$ cat config.mk
export PLATFORM = sky130hd
export DESIGN_NAME = hin_retry_ctrl
export DESIGN_NICKNAME = d
export VERILOG_FILES = /design/src/rtl/hin_pkg.sv /design/src/rtl/hin_classify.sv /design/src/rtl/hin_err_ctr.sv /design/src/rtl/hin_seq.sv /design/src/rtl/hin_retry_ctrl.sv
export SDC_FILE = /design/constraint.sdc
export NUM_CORES = 1
export LEC_CHECK = 0
export ABC_AREA = 1
export BUFFER_PORTS_ARGS = -buffer_cell sky130_fd_sc_hd__buf_4
export CORE_AREA = 2 2 39 41
export CTS_CLUSTER_DIAMETER = 100
export DETAILED_ROUTE_END_ITERATION = 7
export DIE_AREA = 0 0 41 43
export MAX_ROUTING_LAYER = met4
export PLACE_DENSITY = 0.64
export SETUP_SLACK_MARGIN = 0.02
export SKIP_LAST_GASP = 1
export SLEW_MARGIN = 5
export SYNTH_ARGS = -nofsm -noshare
export SYNTH_HDL_FRONTEND = slang
export SYNTH_SLANG_ARGS = --single-unit
export TNS_END_PERCENT = 20
$ cat constraint.sdc
create_clock -name clk -period 1.53 [get_ports clk]
set_input_delay 0.153 -clock clk [delete_from_list [all_inputs] [get_ports clk]]
set_output_delay 0.153 -clock clk [all_outputs]
set_load 0.02 [all_outputs]
$ cat src/rtl/hin_pkg.sv
package hin_pkg;

  typedef enum logic [1:0] {
    RES_NEXT = 2'b00,
    RES_SAME = 2'b01,
    RES_HALT = 2'b10
  } res_e;

  typedef enum logic [1:0] {
    KIND_DATA  = 2'b00,
    KIND_BUSY  = 2'b01,
    KIND_STALL = 2'b10,
    KIND_OTHER = 2'b11
  } kind_e;

  typedef enum logic [2:0] {
    CL_NONE  = 3'd0,
    CL_GOOD  = 3'd1,
    CL_DUP   = 3'd2,
    CL_BUSY  = 3'd3,
    CL_STALL = 3'd4,
    CL_ERR   = 3'd5
  } cls_e;

  typedef enum logic {
    ST_IDLE = 1'b0,
    ST_WAIT = 1'b1
  } st_e;

endpackage

$ cat src/rtl/hin_classify.sv
module hin_classify
  import hin_pkg::*;
(
  input  logic       evt_pkt,
  input  logic       evt_tmo,
  input  logic [1:0] kind,
  input  logic       seq,
  input  logic       crc_ok,
  input  logic       exp_tog,
  output cls_e       cls
);

  always_comb begin
    cls = CL_NONE;
    if (evt_pkt) begin
      unique case (kind)
        KIND_DATA: begin
          if (!crc_ok)            cls = CL_ERR;
          else if (seq == exp_tog) cls = CL_GOOD;
          else                    cls = CL_DUP;
        end
        KIND_BUSY:  cls = CL_BUSY;
        KIND_STALL: cls = CL_STALL;
        default:    cls = CL_ERR;
      endcase
    end else if (evt_tmo) begin
      cls = CL_ERR;
    end
  end

endmodule

$ cat src/rtl/hin_err_ctr.sv
module hin_err_ctr #(
  parameter int MAX_ERR = 3
) (
  input  logic clk,
  input  logic rst_n,
  input  logic clr,
  input  logic inc,
  output logic at_limit
);

  localparam int CW = (MAX_ERR > 1) ? $clog2(MAX_ERR) : 1;
  localparam logic [CW-1:0] LAST = CW'(MAX_ERR - 1);

  logic [CW-1:0] cnt_q, cnt_d;
  logic          cnt_en;

  always_comb begin
    cnt_en = clr | inc;
    cnt_d  = cnt_q;
    if (clr)      cnt_d = '0;
    else if (inc) cnt_d = cnt_q + 1'b1;
  end

  always_ff @(posedge clk or negedge rst_n) begin
    if (!rst_n)      cnt_q <= '0;
    else if (cnt_en) cnt_q <= cnt_d;
  end

  assign at_limit = (cnt_q == LAST);

  AST_ERR_BOUNDED: assert property (@(posedge clk) disable iff (!rst_n)
    cnt_q <= LAST);

  AST_CLEAR_WINS: assert property (@(posedge clk) disable iff (!rst_n)
    clr |=> (cnt_q == '0));

  AST_NO_INC_AT_LIMIT: assert property (@(posedge clk) disable iff (!rst_n)
    (inc && !clr) |-> !at_limit);

endmodule

$ cat src/rtl/hin_seq.sv
module hin_seq
  import hin_pkg::*;
(
  input  logic       clk,
  input  logic       rst_n,
  input  logic       cmd_start,
  input  logic       cmd_first,
  input  logic       cmd_toggle,
  input  cls_e       cls,
  input  logic       at_limit,
  output logic       exp_tog,
  output logic       err_inc,
  output logic       err_clr,
  output logic       tok_req,
  output logic       ack_req,
  output logic       data_accept,
  output logic       done,
  output logic [1:0] result
);

  st_e  st_q, st_d;
  logic tog_q, tog_d, tog_en;
  logic tok_q, tok_d, ack_q, ack_d, acc_q, acc_d, done_q, done_d;
  res_e res_q, res_d;

  always_comb begin
    st_d    = st_q;
    tog_d   = tog_q;
    tog_en  = 1'b0;
    tok_d   = 1'b0;
    ack_d   = 1'b0;
    acc_d   = 1'b0;
    done_d  = 1'b0;
    res_d   = RES_NEXT;
    err_inc = 1'b0;
    err_clr = 1'b0;
    unique case (st_q)
      ST_IDLE: begin
        if (cmd_start) begin
          st_d    = ST_WAIT;
          tog_d   = cmd_toggle;
          tog_en  = 1'b1;
          tok_d   = 1'b1;
          err_clr = cmd_first;
        end
      end
      ST_WAIT: begin
        if (cls != CL_NONE) begin
          st_d   = ST_IDLE;
          done_d = 1'b1;
          unique case (cls)
            CL_GOOD: begin
              ack_d = 1'b1; acc_d = 1'b1; res_d = RES_NEXT; err_clr = 1'b1;
            end
            CL_DUP: begin
              ack_d = 1'b1; res_d = RES_SAME;
            end
            CL_BUSY: res_d = RES_SAME;
            CL_STALL: begin
              res_d = RES_HALT; err_clr = 1'b1;
            end
            CL_ERR: begin
              if (at_limit) begin
                res_d = RES_HALT; err_clr = 1'b1;
              end else begin
                res_d = RES_SAME; err_inc = 1'b1;
              end
            end
            default: res_d = RES_NEXT;
          endcase
        end
      end
      default: st_d = ST_IDLE;
    endcase
  end

  always_ff @(posedge clk or negedge rst_n) begin
    if (!rst_n) begin
      st_q   <= ST_IDLE;
      tok_q  <= 1'b0;
      ack_q  <= 1'b0;
      acc_q  <= 1'b0;
      done_q <= 1'b0;
      res_q  <= RES_NEXT;
    end else begin
      st_q   <= st_d;
      tok_q  <= tok_d;
      ack_q  <= ack_d;
      acc_q  <= acc_d;
      done_q <= done_d;
      res_q  <= res_d;
    end
  end

  always_ff @(posedge clk or negedge rst_n) begin
    if (!rst_n)      tog_q <= 1'b0;
    else if (tog_en) tog_q <= tog_d;
  end

  assign exp_tog     = tog_q;
  assign tok_req     = tok_q;
  assign ack_req     = ack_q;
  assign data_accept = acc_q;
  assign done        = done_q;
  assign result      = res_q;

  AST_TOKEN_AFTER_START: assert property (@(posedge clk) disable iff (!rst_n)
    (st_q == ST_IDLE && cmd_start) |=> tok_q);

  AST_ACCEPT_ACKED: assert property (@(posedge clk) disable iff (!rst_n)
    acc_q |-> (ack_q && done_q && res_q == RES_NEXT));

  AST_HALT_SILENT: assert property (@(posedge clk) disable iff (!rst_n)
    (done_q && res_q == RES_HALT) |-> (!ack_q && !acc_q));

  AST_DONE_PULSE: assert property (@(posedge clk) disable iff (!rst_n)
    done_q |=> !done_q);

  AST_RESULT_QUIET: assert property (@(posedge clk) disable iff (!rst_n)
    !done_q |-> (res_q == RES_NEXT && !ack_q));

  AST_BUSY_IGNORES_START: assert property (@(posedge clk) disable iff (!rst_n)
    (st_q == ST_WAIT && cmd_start) |=> !tok_q);

endmodule

$ cat src/rtl/hin_retry_ctrl.sv
module hin_retry_ctrl
  import hin_pkg::*;
#(
  parameter int MAX_ERR = 3
) (
  input  logic       clk,
  input  logic       rst_n,
  input  logic       cmd_start,
  input  logic       cmd_first,
  input  logic       cmd_toggle,
  output logic       tok_req,
  input  logic       rsp_valid,
  input  logic [1:0] rsp_kind,
  input  logic       rsp_seq,
  input  logic       rsp_crc_ok,
  input  logic       rsp_timeout,
  output logic       ack_req,
  output logic       data_accept,
  output logic       done,
  output logic [1:0] result
);

  cls_e cls;
  logic exp_tog, err_inc, err_clr, at_limit;

  hin_classify u_cls (
    .evt_pkt (rsp_valid),
    .evt_tmo (rsp_timeout),
    .kind    (rsp_kind),
    .seq     (rsp_seq),
    .crc_ok  (rsp_crc_ok),
    .exp_tog (exp_tog),
    .cls     (cls)
  );

  hin_err_ctr #(.MAX_ERR(MAX_ERR)) u_err (
    .clk      (clk),
    .rst_n    (rst_n),
    .clr      (err_clr),
    .inc      (err_inc),
    .at_limit (at_limit)
  );

  hin_seq u_seq (
    .clk         (clk),
    .rst_n       (rst_n),
    .cmd_start   (cmd_start),
    .cmd_first   (cmd_first),
    .cmd_toggle  (cmd_toggle),
    .cls         (cls),
    .at_limit    (at_limit),
    .exp_tog     (exp_tog),
    .err_inc     (err_inc),
    .err_clr     (err_clr),
    .tok_req     (tok_req),
    .ack_req     (ack_req),
    .data_accept (data_accept),
    .done        (done),
    .result      (result)
  );

endmodule

# == Word level (Yosys, flattened, before mapping) ==
# Cells that the tools add are included.
# totals
ff_bits,10
in_bits,11
out_inout_bits,6
elab_cells,60
# classes
add_sub_neg,1
n_eq_ne,9
muxes,32
n_bitwise,2
reduce_logical,8
# op_table
cell,n
$mux W1,18
$mux W2,6
$mux W3,3
$pmux W3 S3,1
$eq A3 B2 Y1 const B,2
$eq A3 B3 Y1 const B,2
$pmux W1 S2,3
$pmux W2 S3,1
$reduce_or A2 Y1,3
$eq A2 B2 Y1 const B,2
$eq A3 B1 Y1 const B,1
$reduce_and A3 Y1,1
$reduce_bool A3 Y1,1
$add A2 B1 Y2 const B,1
$eq A2 B1 Y1 const B,1
$logic_not A2 Y1,1
$reduce_and A2 Y1,1
$reduce_bool A2 Y1,1
$eq A1 B1 Y1,1
$not A1 Y1,1
$or A1 B1 Y1,1

# == Depth between registers and ports, before layout ==
# Gate-level depths: netlist (run 1).
# logic_depth
depth_word,12
depth_mapped,13
depth_no_buf,13

# == By module ==
# Synthesis (run 1) repeated with hierarchy kept, for this count alone.
# hier_totals
hier_cells,68
hier_area_um2,513.0
# by_module_without_submodules
module,n_inst,cells_per_inst,area_per_inst_um2,seq_area_each_um2
hin_seq,1,37,330.3,200.2
hin_err_ctr,1,13,100.1,50.0
hin_classify,1,18,82.6,0.0

# == Least setup slack after synthesis (run 1) ==
# OpenSTA, ideal clock, no wires.
# synth_path
path_kind,flip-flop to flip-flop
from,"register u_seq.tog_q, in the netlist u_seq.exp_tog"
to,register u_err.cnt_q[0]
setup_time_ns,0.120
arrival_time_ns,1.029
required_time_ns,1.410
slack_ns,0.382
path_stages_with_launch,13
path_buffers,0
synth_period_minus_slack_ns,1.148
cell_sequence,dfrtp_1 -> inv_1 -> nand2_2 -> nand3_2 -> nand2_1 -> nand2_1 -> nand2_2 -> nand2_4 -> nand3_2 -> nand2_1 -> nand2_1 -> nand2_1 -> nor2_1
# synth_via
elab_chain_len,12
elab_cells_between_ends,20
classes_between,eq/ne: 4; mux: 11; bitwise: 1; reduce/logical: 4
# synth_rtl
element,line_no,text
"start, declared",hin_seq.sv:22,"logic tog_q, tog_d, tog_en;"
"start signal, assigned",hin_seq.sv:97,else if (tog_en) tog_q <= tog_d;
$eq A1 B1 Y1 (*),hin_classify.sv:19,else if (seq == exp_tog) cls = CL_GOOD;
$mux W2 (*),hin_classify.sv:19,
$mux W3 (*),hin_classify.sv:18,if (!crc_ok) cls = CL_ERR;
$pmux W3 S3 (*),hin_classify.sv:16,unique case (kind)
$mux W3 (*),hin_classify.sv:15,if (evt_pkt) begin
$eq A3 B1 Y1 / $eq A3 B3 Y1 (equally long branches),hin_seq.sv:51,unique case (cls)
$reduce_or A2 Y1 (no line),--,
$pmux W1 S2,hin_seq.sv:51,
$mux W1,hin_seq.sv:48,if (cls != CL_NONE) begin
$pmux W1 S2,hin_seq.sv:37,unique case (st_q)
$reduce_bool A2 Y1 (no line) / $or A1 B1 Y1 (equally long branches),--,
$reduce_and A2 Y1 (no line),--,
"end signal, assigned",hin_err_ctr.sv:26,else if (cnt_en) cnt_q <= cnt_d;
"end, declared",hin_err_ctr.sv:14,"logic [CW-1:0] cnt_q, cnt_d;"
# Every way passes the cells marked *; elsewhere a longest branch is shown, timed or not.
# A chain may end at the register's enable or synchronous reset.

# == Worst setup path after layout (run 1) ==
# Same ends and word-level chain as after synthesis.

==> results.cfg, run 1 <==
[clocking]
cts.sinks = 10
cts_made_buffers = 3
cts_hold_buf = 1
cts_tree = done
post_cts_resize_count = 0
clkLatencyLatePin_ns = 0.24
root_buffer = clkbuf_4
post_cts_buffers = 0
clock_path_buffers = 2
htree_levels = 1
clk_pin_slew_ns = 0.06

[worst_setup_path]
critPathMaxFanout = 5
crit_chain = inv_1 -> nand2_2 -> nand3_2 -> nand2_1 -> nand2_1 -> nand2_2 -> nand2_4 -> nand3_2 -> nand2_1 -> nand2_1 -> nand2_1 -> nor2_1
cp.arrival_ns = 1.37
critical_path_required_ns = 1.67
cpPeakStageDelay_ns = 0.38
slowest_stage = dfrtp_1
critPathLaunchType = flop
crit_type = reg -> reg
critPathTopFamily = simple AND/OR/NAND/NOR gates
end_kind = flop
crit_cells = 12
reg2reg_depth = 12
crit_path_frequent_cell = nand2_1
crit_buf_inv = 1

[synthesis]
synthCells = 62
yosysMostFrequentCell = nand2_1
synth_common_cells = 13 x nand2_1, 11 x inv_1, 10 x dfrtp_1, 6 x nor2_1, 4 x nand2_2
synth-seq-area-share_pct = 48.31
synth_area_per_cell_um2 = 8.355
netlist.area_leader.share_pct = 48.31
synthesis.area_um2 = 518.0
synth_edf_count = 0
syn_nets = 74
yosysUniqueCellTypes = 19
ys_warn_count = 0
synth_ff_type = dfrtp_1
yosys.area.top_type = dfrtp_1
synthArstFlopShare_pct = 100.0
synth_seq_cells = 10
synthTopCellsByArea = dfrtp_1 48%, nand2_1 9.4%, inv_1 8.0%

[global_route]
grt_pass1_vias = 385
grt_remaining_overflow = 0
grt_max_degree = 11
grt_first_pass_wirelength_um = 1531
antenna_found_initial = 0
grtUsageTotal_pct = 13.06

[place]
placed_area_um2 = 658.1
hpwlAfterDp_um = 707.9
portBuffers = 16
gp_congestion = 0.7650

[routing]
postRouteAntennaNets = 0
post_drt_via_cell_ratio = 4.357
num_vias = 427
drtPass1Iterations = 4
routed_wirelength_um = 850
drcViolationCount = 0
initialDrtViolationCount = 6
wl_per_cell_um = 8.673

[cells_and_area]
antenna_cells = 0
final_cell_area_um2 = 690.7
drive_gt1_share_pct = 37.80
regArea_um2 = 250.2
fillers = 133
area_growth_pct = 33.33
multi_input_area_um2 = 219.0
nets = 96
fin_util_pct = 49.91

[timing]
period_share_pct = 80.64
slew_viol_final = 0
finalSetupViolCount = 0
slew_headroom_pct = 84.91
fmax_mhz = 810.5
hold_viol = 0
layout_min_cycle_time_ns = 1.234
worstMarginPinSlew_ns = 0.2261
hold_slack_ns = 0.1218
worst_clock_skew_ns = 0.001586
rsz0062_at_grt = no
tns_ns = 0

[pwr]
total_power_uw = 648.2
peakVddDrop_uv = 310.2
p_per_area_nw_per_um2 = 938.6
p_leak_uw = 0.0003850

[floorplan]
die_area_um2 = 1763
initial_core_util_pct = 37.43
core_area_um2 = 1384
pin_count = 17
fp.dieH_um = 43
die_x_um = 41
placementRows = 14

[run]
cap_violations = 0

[min_path]
hold_path_depth = 3
worst_hold_path_type = in -> reg

[status]
outcome = complete, no violations
final cells by class:
class,instances,share of cell area [%]
flip-flops and latches,10,36.23
well taps,16,2.899
inverters,13,7.065
clock buffers,3,3.261
repair buffers,17,18.84
multi-input cells,39,31.70
where the power goes:
part	switching [uW]	internal (uW)	total (uW)
registers	15.0	296	311
logic	102	76.1	178
clock network	69.9	89.7	160
placed cells by master, fill, tap and decap left out:
cell type,n
inv_2,2
dfrtp_1,10
o21ai_0,2
o21ai_2,1
ha_1,1
nand3_1,1
o21ai_1,1
nand2_4,1
xor2_1,1
nand4_1,1
nand2_2,4
dlygate4sd3_1,1
nand2_1,13
nor2_1,6
or2_0,1
nor2_2,1
buf_4,16
nand3_2,3
o31ai_1,1
a21oi_1,1
inv_1,11
clkbuf_4,3
flip-flops by register name, summed over array words and instances (netlist names):
register           count
u_err.cnt_q            2
u_seq.result           2
u_seq.st_q             1
u_seq.done             1
u_seq.tok_req          1
u_seq.data_accept      1
u_seq.ack_req          1
u_seq.exp_tog          1
per-stage QoR:
stage	std cells	worst slack [ns]
after floorplan	62	0.3818
after global placement	94	0.3102
after CTS	98	0.2704
after detailed placement	94	0.2727
final	98	0.2962
after global routing	98	0.1474
path summary, 6_finish.rpt:
| path | startpoint | to | slack (ns) |
|---|---|---|---|
| min in group asynchronous | rst_n | u_seq.tok_req$_DFF_PN0_ | 0.27 |
| hold reg to reg | u_seq.st_q$_DFF_PN0_ | u_err.cnt_q[1]$_DFFE_PN0P_ | 0.54 |
| setup reg to reg | u_seq.exp_tog$_DFFE_PN0P_ | u_err.cnt_q[0]$_DFFE_PN0P_ | 0.30 |
| hold / removal | cmd_toggle | u_seq.exp_tog$_DFFE_PN0P_ | 0.12 |
| setup / recovery | u_seq.exp_tog$_DFFE_PN0P_ | u_err.cnt_q[0]$_DFFE_PN0P_ | 0.30 |
| max in group asynchronous | rst_n | u_err.cnt_q[1]$_DFFE_PN0P_ | 1.12 |
worst register-to-register path, cell delays in order, from the launching register on:
cell and delay [ns]:
dfrtp_1 0.38, inv_1 0.08, nand2_2 0.05, nand3_2 0.06
nand2_1 0.05, nand2_1 0.06, nand2_2 0.06, nand2_4 0.08
nand3_2 0.08, nand2_1 0.08, nand2_1 0.04, nand2_1 0.07
nor2_1 0.04
per-layer routing:
metal | up-vias | part of all wire, % | GRT usage [%]
li1 | 227 | - | -
met1 | 186 | 45 | 16.78
met2 | 12 | 48 | 17.81
met3 | 2 | 4.4 | 3.141
met4 | 0 | 1.6 | 8.000
met5 | - | 0 | -
logic make-up (layout without fill, tap and decap cells):
logic type	count (synthesis)	in the layout	synth area share [%]
xor gates and xnor gates	1	1	1.691
and+or+nand+nor	31	31	31.16
adders and majority gates	1	1	2.415
DFF	10	10	48.31
AOI/OAI and AO/OA	6	6	7.004
buffers and inverters	13	33	9.421
Note: power is estimated with default switching activity, not from simulation.
==> run 2: changes to the inputs <==
Clock period 1.53 ns to 1.29 ns, I/O delays scaled along.
==> run 2 against run 1 <==
Setup slack worse by 0.25 ns. Total power grew 21%. Largest power group unchanged. Sequential share of layout area fell by 0.64 points. Largest cell class unchanged. Combinational power grew 24%. Utilization up 0.90 points. Die area is the same. Global-route usage is 1.4 points higher. Via count is 2.1% lower. First-iteration DRC count increased by 50%.
==> results.cfg, run 2 (synthesis results as in run 1) <==
[cells_and_area]
drive_gt1_share_pct = 41.46
fin_util_pct = 50.81
nets = 96
antenna_cells = 0
layout_common_cells = 16 x buf_4, 12 x nand2_1, 10 x inv_1, 10 x dfrtp_1
fillers = 130
mostFrequentLayoutCell = buf_4
area_growth_pct = 35.75

[global_route]
grt_max_degree = 11
grt_remaining_overflow = 0
antenna_found_initial = 0
grt_pass1_vias = 429
grt_first_pass_wirelength_um = 1711
grtUsageTotal_pct = 14.45

[pwr]
peakVddDrop_uv = 287.2
p_per_area_nw_per_um2 = 1119
p_leak_uw = 0.0003843

[floorplan]
placementRows = 14
initial_core_util_pct = 37.43
die_area_um2 = 1763
fp.dieH_um = 43
pin_count = 17
core_area_um2 = 1384
die_x_um = 41

[status]
outcome = complete, no violations

[worst_setup_path]
critPathLaunchType = flop
end_kind = flop
reg2reg_depth = 12
critical_path_required_ns = 1.43
crit_type = reg -> reg
critPathMaxFanout = 5
cp.arrival_ns = 1.39
r2r_slack_ns = 0.04

[clocking]
post_cts_buffers = 0
cts_made_buffers = 3
cts.sinks = 10
clk_pin_slew_ns = 0.06
clkLatencyLatePin_ns = 0.25
htree_levels = 1
root_buffer = clkbuf_4
clock_path_buffers = 2
cts_tree = done

[routing]
wl_per_cell_um = 9.296
drcViolationCount = 0
routed_wirelength_um = 911
drtPass1Iterations = 4
postRouteAntennaNets = 0
num_vias = 418
initialDrtViolationCount = 9
post_drt_via_cell_ratio = 4.265

[run]
cap_violations = 0

[timing]
layout_min_cycle_time_ns = 1.246
slew_headroom_pct = 83.24
finalSetupViolCount = 0
period_share_pct = 96.62
slew_viol_final = 0
layout_setup_ws_ns = 0.04357
worst_clock_skew_ns = 0.003715
hold_slack_ns = 0.08290
hold_viol = 0
fmax_mhz = 802.3
rsz0062_at_grt = yes
worstMarginPinSlew_ns = 0.2514

[place]
place_ws_ns = 0.01806
portBuffers = 16
gp_congestion = 0.7458
hpwlAfterDp_um = 753.1

[min_path]
worst_hold_path_type = in -> reg
hold_path_depth = 3
-- run 2: cell counts in the layout (fill, tap and decap cells not counted) --
Identical to the previous run, type by type.
-- run 2: final timing paths --
check,startpoint,endpoint
min in group asynchronous,rst_n,u_seq.done$_DFF_PN0_
worst max register to register,u_seq.exp_tog$_DFFE_PN0P_,u_err.cnt_q[0]$_DFFE_PN0P_
max in group asynchronous,rst_n,u_err.cnt_q[0]$_DFFE_PN0P_
worst min-delay path,cmd_toggle,u_seq.exp_tog$_DFFE_PN0P_
worst min register to register,u_err.cnt_q[0]$_DFFE_PN0P_,u_err.cnt_q[0]$_DFFE_PN0P_
worst max-delay path,u_seq.exp_tog$_DFFE_PN0P_,u_err.cnt_q[0]$_DFFE_PN0P_
-- run 2: power by group --
part	internal (uW)	switching (uW)	leakage, uW	total (uW)
clock network	107	89.0	0.0000138	196
logic	93.4	127	0.000239	220
registers	351	20.3	0.000131	371
-- run 2: cell type report --
type | count | area, um2 | share of cell area [%]
sequential | 10 | 250.2 | 35.59
clock buffer | 3 | 22.52 | 3.203
inverter | 13 | 48.80 | 6.940
timing repair buffer | 17 | 130.1 | 18.51
tap | 16 | 20.02 | 2.847
multi-input combinational | 39 | 231.5 | 32.92
-- run 2: metrics by stage --
step	instance area, um2	TNS (ns)	cells	power, uW
6_report	703.2	0	98	787.0
5_1_grt	703.2	-0.2176	98	846.9
4_1_cts	690.7	0	98	794.9
3_5_place_dp	658.1	0	94	586.9
3_3_place_gp	658.1	0	94	582.2
2_1_floorplan	518.0	0	62	508.9
-- run 2: metal layers --
layer	vias up	share of wire (%)	global-route usage [%]
li1	229	-	-
met1	181	43	17.61
met2	8	51	22.19
met4	0	0	8.000
met5	-	0	-
met3	0	5.3	1.571
-- run 2: worst max-delay path, stage by stage (launching register included) --
cell	delay, ns
dfrtp_1	0.39
inv_2	0.07
nand2_2	0.05
nand3_2	0.06
nand2_1	0.05
nand2_1	0.06
nand2_2	0.06
nand2_4	0.09
nand3_4	0.07
nand2_1	0.07
nand2_1	0.05
nand2_2	0.07
nor2_1	0.04
-- run 2: repair_timing --
item / 4_1_cts / 5_1_grt
resized for setup: 1 / 3
hold buffers: 1 / 0
hold endpoints to repair: 10 / 0
endpoints found under the setup margin: 2 / 3
==> run 3: changes to the inputs <==
Settings changed: GPL_TIMING_DRIVEN set to 0, SETUP_SLACK_MARGIN 0.02 to 0.1.
==> run 3 against run 2 <==
Sequential share of layout area unchanged. Clock power barely moved. First-iteration DRC count down 44%. Sequential power barely moved. Largest power group unchanged. Via count grew 2.6%. Highest routed layer unchanged.
==> results.cfg, run 3 (synthesis results as in run 1) <==
[min_path]
min-delay-start = cmd_toggle
hold_path_depth = 3
hold_end = u_seq.exp_tog$_DFFE_PN0P_
worst_hold_path_type = in -> reg

[timing]
slew_headroom_pct = 84.28
slew_viol_final = 0
finalSetupViolCount = 0
layout_setup_ws_ns = 0.05858
worst_clock_skew_ns = 0.0002381
layout_min_cycle_time_ns = 1.231
worstMarginPinSlew_ns = 0.2358
fmax_mhz = 812.1
rsz0062_at_grt = yes
hold_viol = 0
period_share_pct = 95.46

[cells_and_area]
fin_cells = 98
nets = 96
final_cell_area_um2 = 703.2
area_growth_pct = 35.75
antenna_cells = 0
mostFrequentLayoutCell = buf_4
layout_common_cells = 16 x buf_4, 13 x nand2_1, 10 x inv_1, 10 x dfrtp_1, 6 x nor2_1
drive_gt1_share_pct = 40.24

[pwr]
combPwrFrac_pct = 27.7
p_sw_share_pct = 29.59
p_sw_uw = 230.9
p_int_uw = 549.4
clkPwrFrac_pct = 24.9
p_leak_uw = 0.0003862
pwr-share-seq_pct = 47.4
peakVddDrop_uv = 267.2
p_per_area_nw_per_um2 = 1110
total_power_uw = 780.3

[routing]
drcViolationCount = 0
initialDrtViolationCount = 5
wl_per_cell_um = 8.469
dr_wl_met2_um = 435
routed_wirelength_um = 830
postRouteAntennaNets = 0
route.met3.wl_um = 34
post_drt_via_cell_ratio = 4.378
top_layer_used = met3
num_vias = 429
drtPass1Iterations = 3
routedLengthMet1_um = 360

[floorplan]
die_x_um = 41
initial_core_util_pct = 37.43
die_area_um2 = 1763
core_area_um2 = 1384
pin_count = 17
placementRows = 14
fp.dieH_um = 43

[clocking]
cts.sinks = 10
htree_levels = 1
cts_made_buffers = 3
cts_tree = done
clkLatencyLatePin_ns = 0.25
root_buffer = clkbuf_4
clk_pin_slew_ns = 0.06
clock_path_buffers = 2

[place]
place_inst = 94
placed_area_um2 = 658.1
place_ws_ns = 0.04931
gp_congestion = 0.7638
portBuffers = 16
hpwlAfterDp_um = 688

[worst_setup_path]
cp.arrival_ns = 1.37
critPathLaunchType = flop
end_kind = flop
critical_path_required_ns = 1.43
r2r_slack_ns = 0.06
r2r_start = u_seq.exp_tog$_DFFE_PN0P_
crit_type = reg -> reg
critPathMaxFanout = 5
reg2reg_depth = 12
r2r_end = u_err.cnt_q[0]$_DFFE_PN0P_

[status]
outcome = complete, no violations

[global_route]
grtUsageTotal_pct = 12.68
grt_first_pass_wirelength_um = 1435
grt_pass1_vias = 386
grt_remaining_overflow = 0
antenna_found_initial = 0
grt_max_degree = 11

[run]
cap_violations = 0
## run 3: cell counts in the layout (fill, tap and decap cells not counted)
No cell type changed its count.
## run 3: worst max path at each step
stage | from | endpoint | slack [ns] | depth (start not counted)
6_report | u_seq.exp_tog$_DFFE_PN0P_ | u_err.cnt_q[0]$_DFFE_PN0P_ | 0.06 | 12
5_1_grt | u_seq.exp_tog$_DFFE_PN0P_ | u_err.cnt_q[0]$_DFFE_PN0P_ | -0.08 | 13
3_3_place_gp | u_seq.exp_tog$_DFFE_PN0P_ | u_err.cnt_q[0]$_DFFE_PN0P_ | 0.05 | 12
3_5_place_dp | u_seq.exp_tog$_DFFE_PN0P_ | u_err.cnt_q[0]$_DFFE_PN0P_ | 0.05 | 12
4_1_cts | u_seq.exp_tog$_DFFE_PN0P_ | u_err.cnt_q[0]$_DFFE_PN0P_ | 0.04 | 12
2_1_floorplan | u_seq.exp_tog$_DFFE_PN0P_ | u_err.cnt_q[0]$_DFFE_PN0P_ | 0.14 | 12
## run 3: layout make-up
class                           instances  area [um2]
Clock buffer                            3       22.52
Multi-Input combinational cell         39       231.5
Fill cell                             139       680.7
Sequential cell                        10       250.2
Inverter                               13       48.80
Tap cell                               16       20.02
Timing Repair Buffer                   17       130.1
## run 3: power by group through the flow
stage / sequential (uW) / clock [uW] / combinational (uW)
floorplan: 390 / 0 / 119
global placement: 374 / 0 / 207
detailed placement: 372 / 0 / 212
CTS: 370 / 204 / 215
global route: 375 / 224 / 250
finish: 370 / 194 / 216
## run 3: stage by stage
step,hold slack [ns],TNS [ns],util [%]
CTS,0.08153,0,49.91
floorplan,-0.1666,0,-
detailed placement,-0.04006,0,47.56
finish,0.08498,0,50.81
global placement,-0.04313,0,47.56
global route,0.08482,-0.1947,50.81
## run 3: worst max-delay path, cell delays in order, from the launching register on
cell	delay [ns]
dfrtp_1	0.39
nand2_1	0.08
nand3_2	0.08
nand2_1	0.06
nand2_1	0.05
nand2_2	0.07
nand2_4	0.08
nand2_2	0.07
nand2_2	0.05
nand2_1	0.05
nand2_1	0.04
nand2_1	0.08
nor2_1	0.04
## run 3: per-layer routing
metal	GRT usage, %	up-vias
met1	14.62	191
met2	17.81	8
met4	10.00	0
met3	3.141	0
li1	-	230
met5	-	-
## run 3: timing repair
| action | in CTS | in global routing |
|---|---|---|
| hold buffers | 1 | 0 |
| pin swaps | 1 | 1 |
| hold endpoints to repair | 10 | 0 |
| gates resized for setup | 1 | 2 |
| endpoints found under the setup margin | 3 | 4 |
| setup buffers | 0 | 0 |
